==> config.mk <==
export PLATFORM = sky130hd
export DESIGN_NAME = sertx_top
export DESIGN_NICKNAME = d
export VERILOG_FILES = /design/src/rtl/sertx_pkg.sv /design/src/rtl/sertx_regs.sv /design/src/rtl/sertx_baud.sv /design/src/rtl/sertx_clock.sv /design/src/rtl/sertx_shift.sv /design/src/rtl/sertx_top.sv
export SDC_FILE = /design/constraint.sdc
export NUM_CORES = 1
export LEC_CHECK = 0
export CAP_MARGIN = 20
export CORE_MARGIN = 3
export CORE_UTILIZATION = 58
export DETAILED_ROUTE_END_ITERATION = 10
export GPL_TIMING_DRIVEN = 0
export PLACE_DENSITY = 0.77
export SLEW_MARGIN = 20
export SYNTH_ARGS = -nofsm -noshare
export SYNTH_HDL_FRONTEND = slang
export SYNTH_SLANG_ARGS = --single-unit
==> constraint.sdc <==
create_clock -name clk -period 5.13 [get_ports clk]
set_input_delay 1.026 -clock clk [delete_from_list [all_inputs] [get_ports clk]]
set_output_delay 1.026 -clock clk [all_outputs]
set_load 0.03 [all_outputs]
==> src/rtl/sertx_pkg.sv <==
`timescale 1ns/1ps
package sertx_pkg;
    localparam int DATA_W  = 8;
    localparam int DIV_W   = 8;
    localparam int SH_FAST = 4;   // 16 clocks per unit
    localparam int SH_SLOW = 6;   // 64 clocks per unit
    localparam int SH_SYNC = 1;   // half of a 4-clock period
    localparam int CNT_W   = DIV_W + SH_SLOW + 1;
    localparam int FRAME_W = DATA_W + 3;
    localparam int LEFT_W  = $clog2(FRAME_W + 1);

    typedef struct packed {
        logic clk_master;
        logic nine;
        logic tx_on;
        logic sync_mode;
        logic rsvd;
        logic fast;
        logic sr_empty;
        logic bit9;
    } ctl_t;

    typedef enum logic {ADDR_CTL = 1'b0, ADDR_DIV = 1'b1} addr_e;

    // Clocks between divider ticks: one bit (async) or one half clock (sync).
    function automatic logic [CNT_W-1:0] tick_limit(input logic sync,
                                                    input logic fast,
                                                    input logic [DIV_W-1:0] div);
        logic [CNT_W-1:0] base;
        base = CNT_W'(div) + CNT_W'(1);
        if (sync)      return base << SH_SYNC;
        else if (fast) return base << SH_FAST;
        else           return base << SH_SLOW;
    endfunction

    // Shift register image; bit 0 goes out first.
    function automatic logic [FRAME_W-1:0] frame_word(input logic sync,
                                                      input logic nine,
                                                      input logic bit9,
                                                      input logic [DATA_W-1:0] data);
        if (sync) return {2'b11, bit9, data};
        else      return {1'b1, (nine ? bit9 : 1'b1), data, 1'b0};
    endfunction

    // Number of bit steps after the first bit.
    function automatic logic [LEFT_W-1:0] frame_last(input logic sync, input logic nine);
        if (sync) return LEFT_W'(DATA_W - 1 + int'(nine));
        else      return LEFT_W'(DATA_W + 1 + int'(nine));
    endfunction
endpackage

==> src/rtl/sertx_regs.sv <==
`timescale 1ns/1ps
module sertx_regs
    import sertx_pkg::*;
#(
    parameter int DW = DATA_W,
    parameter int VW = DIV_W
) (
    input  logic          clk,
    input  logic          rst,
    input  logic          reg_we,
    input  logic          reg_addr,
    input  logic [7:0]    reg_wdata,
    input  logic          dat_we,
    input  logic [DW-1:0] dat_wdata,
    input  logic          take,
    input  logic          trmt,
    output ctl_t          ctl,
    output logic [VW-1:0] div,
    output logic          buf_full,
    output logic [DW-1:0] buf_data,
    output logic [7:0]    rdata
);
    ctl_t wr_img;
    ctl_t rd_img;

    always_comb begin
        wr_img          = ctl_t'(reg_wdata);
        wr_img.rsvd     = 1'b0;
        wr_img.sr_empty = 1'b0;
    end

    always_ff @(posedge clk) begin
        if (rst) begin
            ctl <= '0;
            div <= '0;
        end else if (reg_we) begin
            if (addr_e'(reg_addr) == ADDR_CTL) ctl <= wr_img;
            else                               div <= reg_wdata[VW-1:0];
        end
    end

    always_ff @(posedge clk) begin
        if (rst) begin
            buf_full <= 1'b0;
            buf_data <= '0;
        end else if (dat_we) begin
            buf_full <= 1'b1;
            buf_data <= dat_wdata;
        end else if (take) begin
            buf_full <= 1'b0;
        end
    end

    always_comb begin
        rd_img          = ctl;
        rd_img.rsvd     = 1'b0;
        rd_img.sr_empty = trmt;
        if (addr_e'(reg_addr) == ADDR_CTL) rdata = rd_img;
        else                               rdata = 8'(div);
    end
endmodule

==> src/rtl/sertx_baud.sv <==
`timescale 1ns/1ps
module sertx_baud #(
    parameter int CW = sertx_pkg::CNT_W
) (
    input  logic          clk,
    input  logic          rst,
    input  logic          clear,
    input  logic          run,
    input  logic [CW-1:0] limit,
    output logic          tick
);
    logic [CW-1:0] cnt;

    assign tick = run && !clear && (cnt == limit - CW'(1));

    always_ff @(posedge clk) begin
        if (rst || clear) cnt <= '0;
        else if (run)     cnt <= tick ? '0 : cnt + CW'(1);
    end
endmodule

==> src/rtl/sertx_clock.sv <==
`timescale 1ns/1ps
module sertx_clock #(
    parameter int STAGES = 2
) (
    input  logic clk,
    input  logic rst,
    input  logic master,
    input  logic busy,
    input  logic active,
    input  logic tick,
    input  logic ck_pin,
    output logic rise_ev,
    output logic fall_ev,
    output logic ck_drv
);
    logic [STAGES-1:0] sy;
    logic              sy_d;
    logic              ext_rise;
    logic              ext_fall;

    always_ff @(posedge clk) begin
        if (rst) begin
            sy   <= '0;
            sy_d <= 1'b0;
        end else begin
            sy   <= {sy[STAGES-2:0], ck_pin};
            sy_d <= sy[STAGES-1];
        end
    end

    assign ext_rise = sy[STAGES-1] && !sy_d;
    assign ext_fall = !sy[STAGES-1] && sy_d;

    always_ff @(posedge clk) begin
        if (rst || !busy)                ck_drv <= 1'b0;
        else if (master && active && tick) ck_drv <= !ck_drv;
    end

    assign rise_ev = active && (master ? (tick && !ck_drv) : ext_rise);
    assign fall_ev = active && (master ? (tick &&  ck_drv) : ext_fall);
endmodule

==> src/rtl/sertx_shift.sv <==
`timescale 1ns/1ps
module sertx_shift
    import sertx_pkg::*;
#(
    parameter int DW = DATA_W,
    parameter int FW = FRAME_W,
    parameter int LW = LEFT_W
) (
    input  logic          clk,
    input  logic          rst,
    input  logic          abort,
    input  logic          run,
    input  logic          sync,
    input  logic          nine,
    input  logic          bit9,
    input  logic          buf_full,
    input  logic [DW-1:0] buf_data,
    input  logic          bit_tick,
    input  logic          rise_ev,
    input  logic          fall_ev,
    output logic          busy,
    output logic          take,
    output logic          txd
);
    logic [FW-1:0] sr;
    logic [LW-1:0] left;
    logic          phase;
    logic          step;
    logic          finishing;

    assign step      = busy && (sync ? (fall_ev && phase) : bit_tick);
    assign finishing = step && (left == '0);
    assign take      = run && buf_full && (!busy || finishing);
    assign txd       = sr[0];

    always_ff @(posedge clk) begin
        if (rst || abort) begin
            busy  <= 1'b0;
            sr    <= '1;
            left  <= '0;
            phase <= 1'b0;
        end else if (run) begin
            if (take) begin
                sr    <= FW'(frame_word(sync, nine, bit9, buf_data));
                left  <= LW'(frame_last(sync, nine));
                busy  <= 1'b1;
                phase <= 1'b0;
            end else if (finishing) begin
                busy  <= 1'b0;
                sr    <= '1;
                phase <= 1'b0;
            end else if (step) begin
                sr    <= {1'b1, sr[FW-1:1]};
                left  <= left - LW'(1);
                phase <= 1'b0;
            end else if (sync && rise_ev) begin
                phase <= 1'b1;
            end
        end
    end
endmodule

==> src/rtl/sertx_top.sv <==
`timescale 1ns/1ps
module sertx_top
    import sertx_pkg::*;
#(
    parameter int SYNC_STAGES = 2
) (
    input  logic       clk,
    input  logic       rst,
    input  logic       port_en,
    input  logic       reg_we,
    input  logic       reg_addr,
    input  logic [7:0] reg_wdata,
    output logic [7:0] reg_rdata,
    input  logic       dat_we,
    input  logic [7:0] dat_wdata,
    input  logic       rx_single_en,
    input  logic       rx_cont_en,
    output logic       txd_o,
    output logic       txd_oe,
    input  logic       ck_i,
    output logic       ck_o,
    output logic       ck_oe
);
    ctl_t              ctl;
    logic [DIV_W-1:0]  div;
    logic              buf_full;
    logic [DATA_W-1:0] buf_data;
    logic              busy;
    logic              take;
    logic              trmt;
    logic              tick;
    logic              rise_ev;
    logic              fall_ev;
    logic              ck_drv;
    logic              txd;
    logic              ovr;
    logic              run;
    logic              master;
    logic [CNT_W-1:0]  limit;

    assign ovr    = ctl.sync_mode && (rx_single_en || rx_cont_en);
    assign run    = ctl.tx_on && !ovr;
    assign master = ctl.sync_mode && ctl.clk_master;
    assign limit  = tick_limit(ctl.sync_mode, ctl.fast, div);
    assign trmt   = !busy;

    sertx_regs #(.DW(DATA_W), .VW(DIV_W)) i_regs (
        .clk(clk), .rst(rst), .reg_we(reg_we), .reg_addr(reg_addr),
        .reg_wdata(reg_wdata), .dat_we(dat_we), .dat_wdata(dat_wdata),
        .take(take), .trmt(trmt), .ctl(ctl), .div(div),
        .buf_full(buf_full), .buf_data(buf_data), .rdata(reg_rdata)
    );

    sertx_baud #(.CW(CNT_W)) i_baud (
        .clk(clk), .rst(rst), .clear(!busy), .run(run),
        .limit(limit), .tick(tick)
    );

    sertx_clock #(.STAGES(SYNC_STAGES)) i_clock (
        .clk(clk), .rst(rst), .master(master), .busy(busy),
        .active(busy && run), .tick(tick), .ck_pin(ck_i),
        .rise_ev(rise_ev), .fall_ev(fall_ev), .ck_drv(ck_drv)
    );

    sertx_shift #(.DW(DATA_W), .FW(FRAME_W), .LW(LEFT_W)) i_shift (
        .clk(clk), .rst(rst), .abort(!ctl.tx_on), .run(run),
        .sync(ctl.sync_mode), .nine(ctl.nine), .bit9(ctl.bit9),
        .buf_full(buf_full), .buf_data(buf_data), .bit_tick(tick),
        .rise_ev(rise_ev), .fall_ev(fall_ev),
        .busy(busy), .take(take), .txd(txd)
    );

    assign txd_o  = txd;
    assign txd_oe = port_en && !ovr;
    assign ck_o   = ck_drv;
    assign ck_oe  = port_en && master && !ovr;
endmodule

After elaboration in Yosys (flattened, before gate mapping). Index checks and enable logic that the tools add are counted.

Output and inout port bits: 12. Input bits: 25. Register bits: 59. Word-level logic and storage cells: 94.

Equal/unequal tests: 2. $add $sub $neg: 6. Reductions and logical operators: 44. Bitwise logic cells: 1. Muxes and demuxes: 24.

Operators by type and width (number): 2-to-1 mux 15 bit (3); 2-to-1 mux 11 bit (3); logical AND 1 bit (22); 2-to-1 mux 4 bit (4); adder 15 x 1 -> 15 bit (second input constant) (1); == test 15 bit (1); subtractor 15 x 1 -> 15 bit (second input constant) (1); 2-to-1 mux 1 bit (12); 2-to-1 mux 10 bit (1); AND reduction 2 bit (5); adder 8 x 1 -> 9 bit (second input constant) (1); 2-to-1 mux 8 bit (1); logical NOT 1 bit (6); nonzero test 2 bit (3); adder 3 x 1 -> 4 bit (first input constant) (1); adder 4 x 1 -> 4 bit (first input constant) (1); logical NOT 4 bit (1); logical OR 1 bit (4); nonzero test 4 bit (1); subtractor 4 x 1 -> 4 bit (second input constant) (1); AND reduction 3 bit (1); nonzero test 3 bit (1); != test 2 bit (second input constant) (1); inverter 1 bit (1).

Logic depth before layout (Yosys ltp).
Depth after elaboration: 17. Gate-level depth with buffers: 18. Mapped depth without buffers: 13.

Modules after synthesis. From an unflattened synthesis, not the netlist that was laid out.

Cell total of the unflattened synthesis: 465. Area total of the unflattened synthesis: 3933.8 um2.

By module, submodules not included: sertx_baud (cells an instance 161, times used 1, seq. area each 300.3 um2, area an instance 1258.7 um2); sertx_regs (cells an instance 100, times used 1, seq. area each 460.4 um2, area an instance 1082.3 um2); sertx_shift (cells an instance 119, times used 1, seq. area each 320.3 um2, area an instance 970.9 um2); sertx_top (cells an instance 68, times used 1, seq. area each 0.0 um2, area an instance 442.9 um2); sertx_clock (cells an instance 17, times used 1, seq. area each 80.1 um2, area an instance 178.9 um2).

Least setup slack after synthesis. OpenSTA, ideal clock, no wires.

Path kind: register to register. From: register i_regs.ctl[4] (netlist name). To: register i_shift.sr[0]. Stages on the path, launching flop included: 17. Setup time: 0.122 ns. Required time: 5.008 ns. Period minus slack after synthesis: 4.162 ns. Path buffers: 5. Arrival: 4.040 ns. Slack: 0.968 ns. Cells stage by stage: dfxtp_1 buf_2 clkbuf_1 clkbuf_1 buf_1 nand2_1 ha_1 o21ai_2 o21ai_1 a2111o_1 a2111oi_0 o41ai_1 a2111oi_4 a41oi_2 and2_4 buf_6 a221o_1.

Cells in the longest elaborated chain, start to end: 16. Elaborated cells on any way between the ends: 24. Classes of those cells: add/sub: 1; eq/ne: 1; mux: 6; reduce/logical: 16.

RTL lines: branches (longest 16 deep; another with subtractor 15 x 1 -> 15 bit); end signal: assignment (line sertx_shift.sv:44) `sr <= FW'(frame_word(sync, nine, bit9, buf_data));`; end signal: assignment (line sertx_shift.sv:53) `sr <= {1'b1, sr[FW-1:1]};`; end: declaration (line sertx_shift.sv:25) `logic [FW-1:0] sr;`.

Several ways; the timed one is not identified. A chain may end at the register's enable or synchronous reset.

Worst setup path after layout.
From: register i_regs.ctl[4] (netlist name). To: register i_baud.cnt[12].

Cells in the longest elaborated chain, start to end: 6. Elaborated cells on any way between the ends: 9. Classes of those cells: add/sub: 1; eq/ne: 1; mux: 2; reduce/logical: 5.

RTL lines: branches (longest 6 deep; another with subtractor 15 x 1 -> 15 bit); end signal: assignment (line sertx_baud.sv:18) `else if (run) cnt <= tick ? '0 : cnt + CW'(1);`; end: declaration (line sertx_baud.sv:12) `logic [CW-1:0] cnt;`.

Several ways; the timed one is not identified.

==> summary.md <==
| Metric | Value |
|---|---|
| Primary FF master, synth | `dfxtp_1` |
| Vias in the first global route | `3713` |
| Largest net degree at the start of global routing | `11` |
| CTS sink cnt | `58` |
| Hold Vio Cnt, Final | `0` |
| F_max | `216.8 MHz` |
| Clock buffer depth | `2` |
| Syn Nets | `548` |
| Final Wtd Congestion | `0.9305` |
| Final setup margin | `0.5171 ns` |
| Max Cap Viol | `0` |
| Peak supply drop | `202.0 uV` |
| Via count | `4014` |
| Worst Reg-to-Reg Cells | `15` |
| CP endpoint kind | `flip-flop` |
| Reg area | `1161 um^2` |
| Max Slew Vio Count | `0` |
| DP HPWL | `8175 um` |
| Worst Skew | `0.01160 ns` |
| # nets final | `592` |
| Cell count after synthesis | `516` |
| Final min period | `4.613 ns` |
| Max FO, Critical Path | `19` |
| Worst-margin pin slew | `0.6971 ns` |
| Core region area | `6568 um^2` |
| Gr usage total | `0.2877` |
| Unrepaired setup endpoints after global routing | `false` |
| Post-route ant nets | `0` |
| Avg Cell Area, Syn | `7.868 um^2` |
| Most common cell after layout, fill and taps aside | `dfxtp_1` |
| Die Height | `89.67 um` |
| Yosys reg bits | `58` |
| # IOs | `37` |
| Initial antenna violation count | `0` |
| Worst-path clk slew | `0.07 ns` |
| LEAKAGE | `0.001683 uW` |
| EDFF count, synth | `0` |
| Asr flop ratio synth | `0` |
| Layout filler cell count | `544` |
| Antenna diodes | `0` |
| CTS Hold Bufs | `0` |
| GRT overflow | `0` |
| Number of buffers created by CTS | `9` |
| Final Cell Area | `4742 um^2` |
| Seq/Total Area, Yosys | `0.2860` |
| Routed WL per cell | `16.57 um` |
| CTS Root Cell | `clkbuf_8` |
| Power Density | `239.5 nW/um^2` |
| DRC viols | `0` |
| Detailed Route WL | `10910 um` |
| Worst path arrival time | `4.85 ns` |
| Share of layout cells above drive strength 1 | `0.1080` |
| Status | `complete, no violations` |
| First-pass GRT wire length | `17910 um` |
| Area Overhead vs Synth | `16.80%` |
| Max H-tree Level | `3` |
| Placed instance area | `4517 um^2` |
| Critical Path Source Type | `flip-flop` |
| Initial DRC Count | `234` |
| Fin crit share | `0.8992` |
| Dpl ws | `-0.02048 ns` |
| Cell Area, Synth | `4060 um^2` |
| Most frequent cells in the layout | `58 x dfxtp_1, 55 x nor2_1, 45 x nand2_1, 34 x clkdlybuf4s50_1, 30 x a21oi_1` |
| Site Rows | `29` |
| Endpoints failing setup | `0` |
| Worst Hold Class | `reg2reg` |
| Die area | `8040 um^2` |
| CTS tree | `yes` |
| Footprint of the multi-input gates | `2684 um^2` |
| Starting density of the core | `0.6182` |
| Die width | `89.67 um` |
| YS warnings | `0` |
| Hold Path Depth | `1` |
| Worst EP required | `5.36 ns` |
| TritonRoute pass-1 iters | `5` |
| Post-CTS Setup Inserts | `0` |
| PortBufs | `34` |
| Vias per inst | `6.100` |
| Slew margin rel. | `0.5292` |
| Clk_lat worst skew | `0.34 ns` |
| Crit Path Category | `reg2reg` |
| Final core utilization | `0.7220` |
| Netlist cell types | `73` |
| Total power draw | `1136 uW` |
## Yosys cell counts, types with 3 or more instances
cell type / instances / area [um^2]
dfxtp_1: 58 / 1161
nor2_1: 55 / 206.5
nand2_1: 45 / 168.9
a21oi_1: 30 / 150.1
nand3_1: 24 / 120.1
mux2i_1: 21 / 210.2
xnor2_1: 21 / 183.9
clkbuf_1: 18 / 67.56
o21ai_0: 18 / 90.09
xor2_1: 14 / 122.6
inv_1: 12 / 45.04
mux2_2: 12 / 135.1
nand2b_1: 11 / 68.82
and3_1: 10 / 62.56
nor2b_1: 10 / 62.56
o21ai_1: 10 / 50.05
nor3_1: 9 / 45.04
o22ai_1: 9 / 56.30
nand4_1: 8 / 50.05
a31oi_1: 7 / 43.79
buf_2: 7 / 35.03
ha_1: 7 / 87.58
and2_1: 6 / 37.54
buf_1: 6 / 22.52
nor4_1: 6 / 37.54
or3_1: 5 / 31.28
a211oi_1: 4 / 30.03
o211ai_1: 4 / 30.03
a221o_1: 3 / 30.03
and4_1: 3 / 26.28
buf_6: 3 / 33.78
nor3b_1: 3 / 22.52
o21ai_2: 3 / 26.28
or2_2: 3 / 18.77
or4_1: 3 / 22.52
## cells by family after synthesis
logic type	after synthesis	synth area share
AO/OA/AOI/OAI	123	0.2114
AND/OR/NAND/NOR	210	0.2616
XOR/XNOR	36	0.07951
buffers and inverters	49	0.05485
multiplexers	33	0.08505
adder cells (fa/ha/maj)	7	0.02157
flip-flops	58	0.2860
## registers in the layout (all words and copies together) (netlist names)
signal and flops:
i_shift.left 4, i_shift.sr 10, i_regs.div 8, i_regs.buf_data 8
i_shift.phase 1, i_clock.sy_d 1, i_shift.busy 1, i_regs.ctl 6
i_clock.sy 2, i_baud.cnt 15, i_clock.ck_drv 1, i_regs.buf_full 1
## timing repair
action,CTS,global route
gates resized for setup,1,2
endpoints found under the setup margin,13,27
hold endpoints to repair,0,0
## per-layer routing
metal  global-route usage  share of wire  vias to the layer above
met5                    0              0                        -
met4               0.1028          0.028                        0
met3              0.06934          0.053                       28
met2               0.4854           0.50                      130
met1               0.3560           0.42                     1906
li1                     -              -                     1950
## final timing paths
check | startpoint | to | slack (ns)
worst min register to register | i_clock.sy[0] | i_clock.sy[1] | 0.45
worst max-delay path | i_regs.ctl[4] | i_baud.cnt[12] | 0.52
worst min-delay path | i_clock.sy[0] | i_clock.sy[1] | 0.45
worst max register to register | i_regs.ctl[4] | i_baud.cnt[12] | 0.52
## worst max-delay path, cell delays in order (launching register included)
cell and delay (ns):
dfxtp_1 0.53, buf_2 0.39, clkbuf_2 0.32, clkbuf_2 0.30, nand2_1 0.09, ha_1 0.29, o21ai_2 0.18, o21ai_1 0.10
a2111o_1 0.35, a2111oi_0 0.38, o41ai_1 0.21, a2111oi_4 0.32, nand3_1 0.34, nand2b_1 0.32, buf_2 0.28, nor2_1 0.08
## cell type report
type                    count  area share
plain buffers              35     0.03641
clock buffers              11     0.02982
clock inverters             5     0.01636
inverters                  13     0.01029
multi-input cells         409      0.5660
flip-flops and latches     58      0.2449
well taps                  93     0.02454
repair buffers             34     0.07177
## power breakdown
part / switching (uW) / internal [uW] / total [uW]
clock: 185 / 285 / 470
sequential: 11.7 / 461 / 473
combinational: 110 / 83.3 / 193
total: 306 / 829 / 1140
## through the flow
stage                     cells  hold WS (ns)  setup TNS (ns)
after floorplan             516        0.4138               0
after global placement      643        0.4227               0
after detailed placement    643        0.4239        -0.05019
after CTS                   659        0.4464               0
after global routing        658        0.4786               0
final                       658        0.4453               0
(Power assumes the default switching activity.)
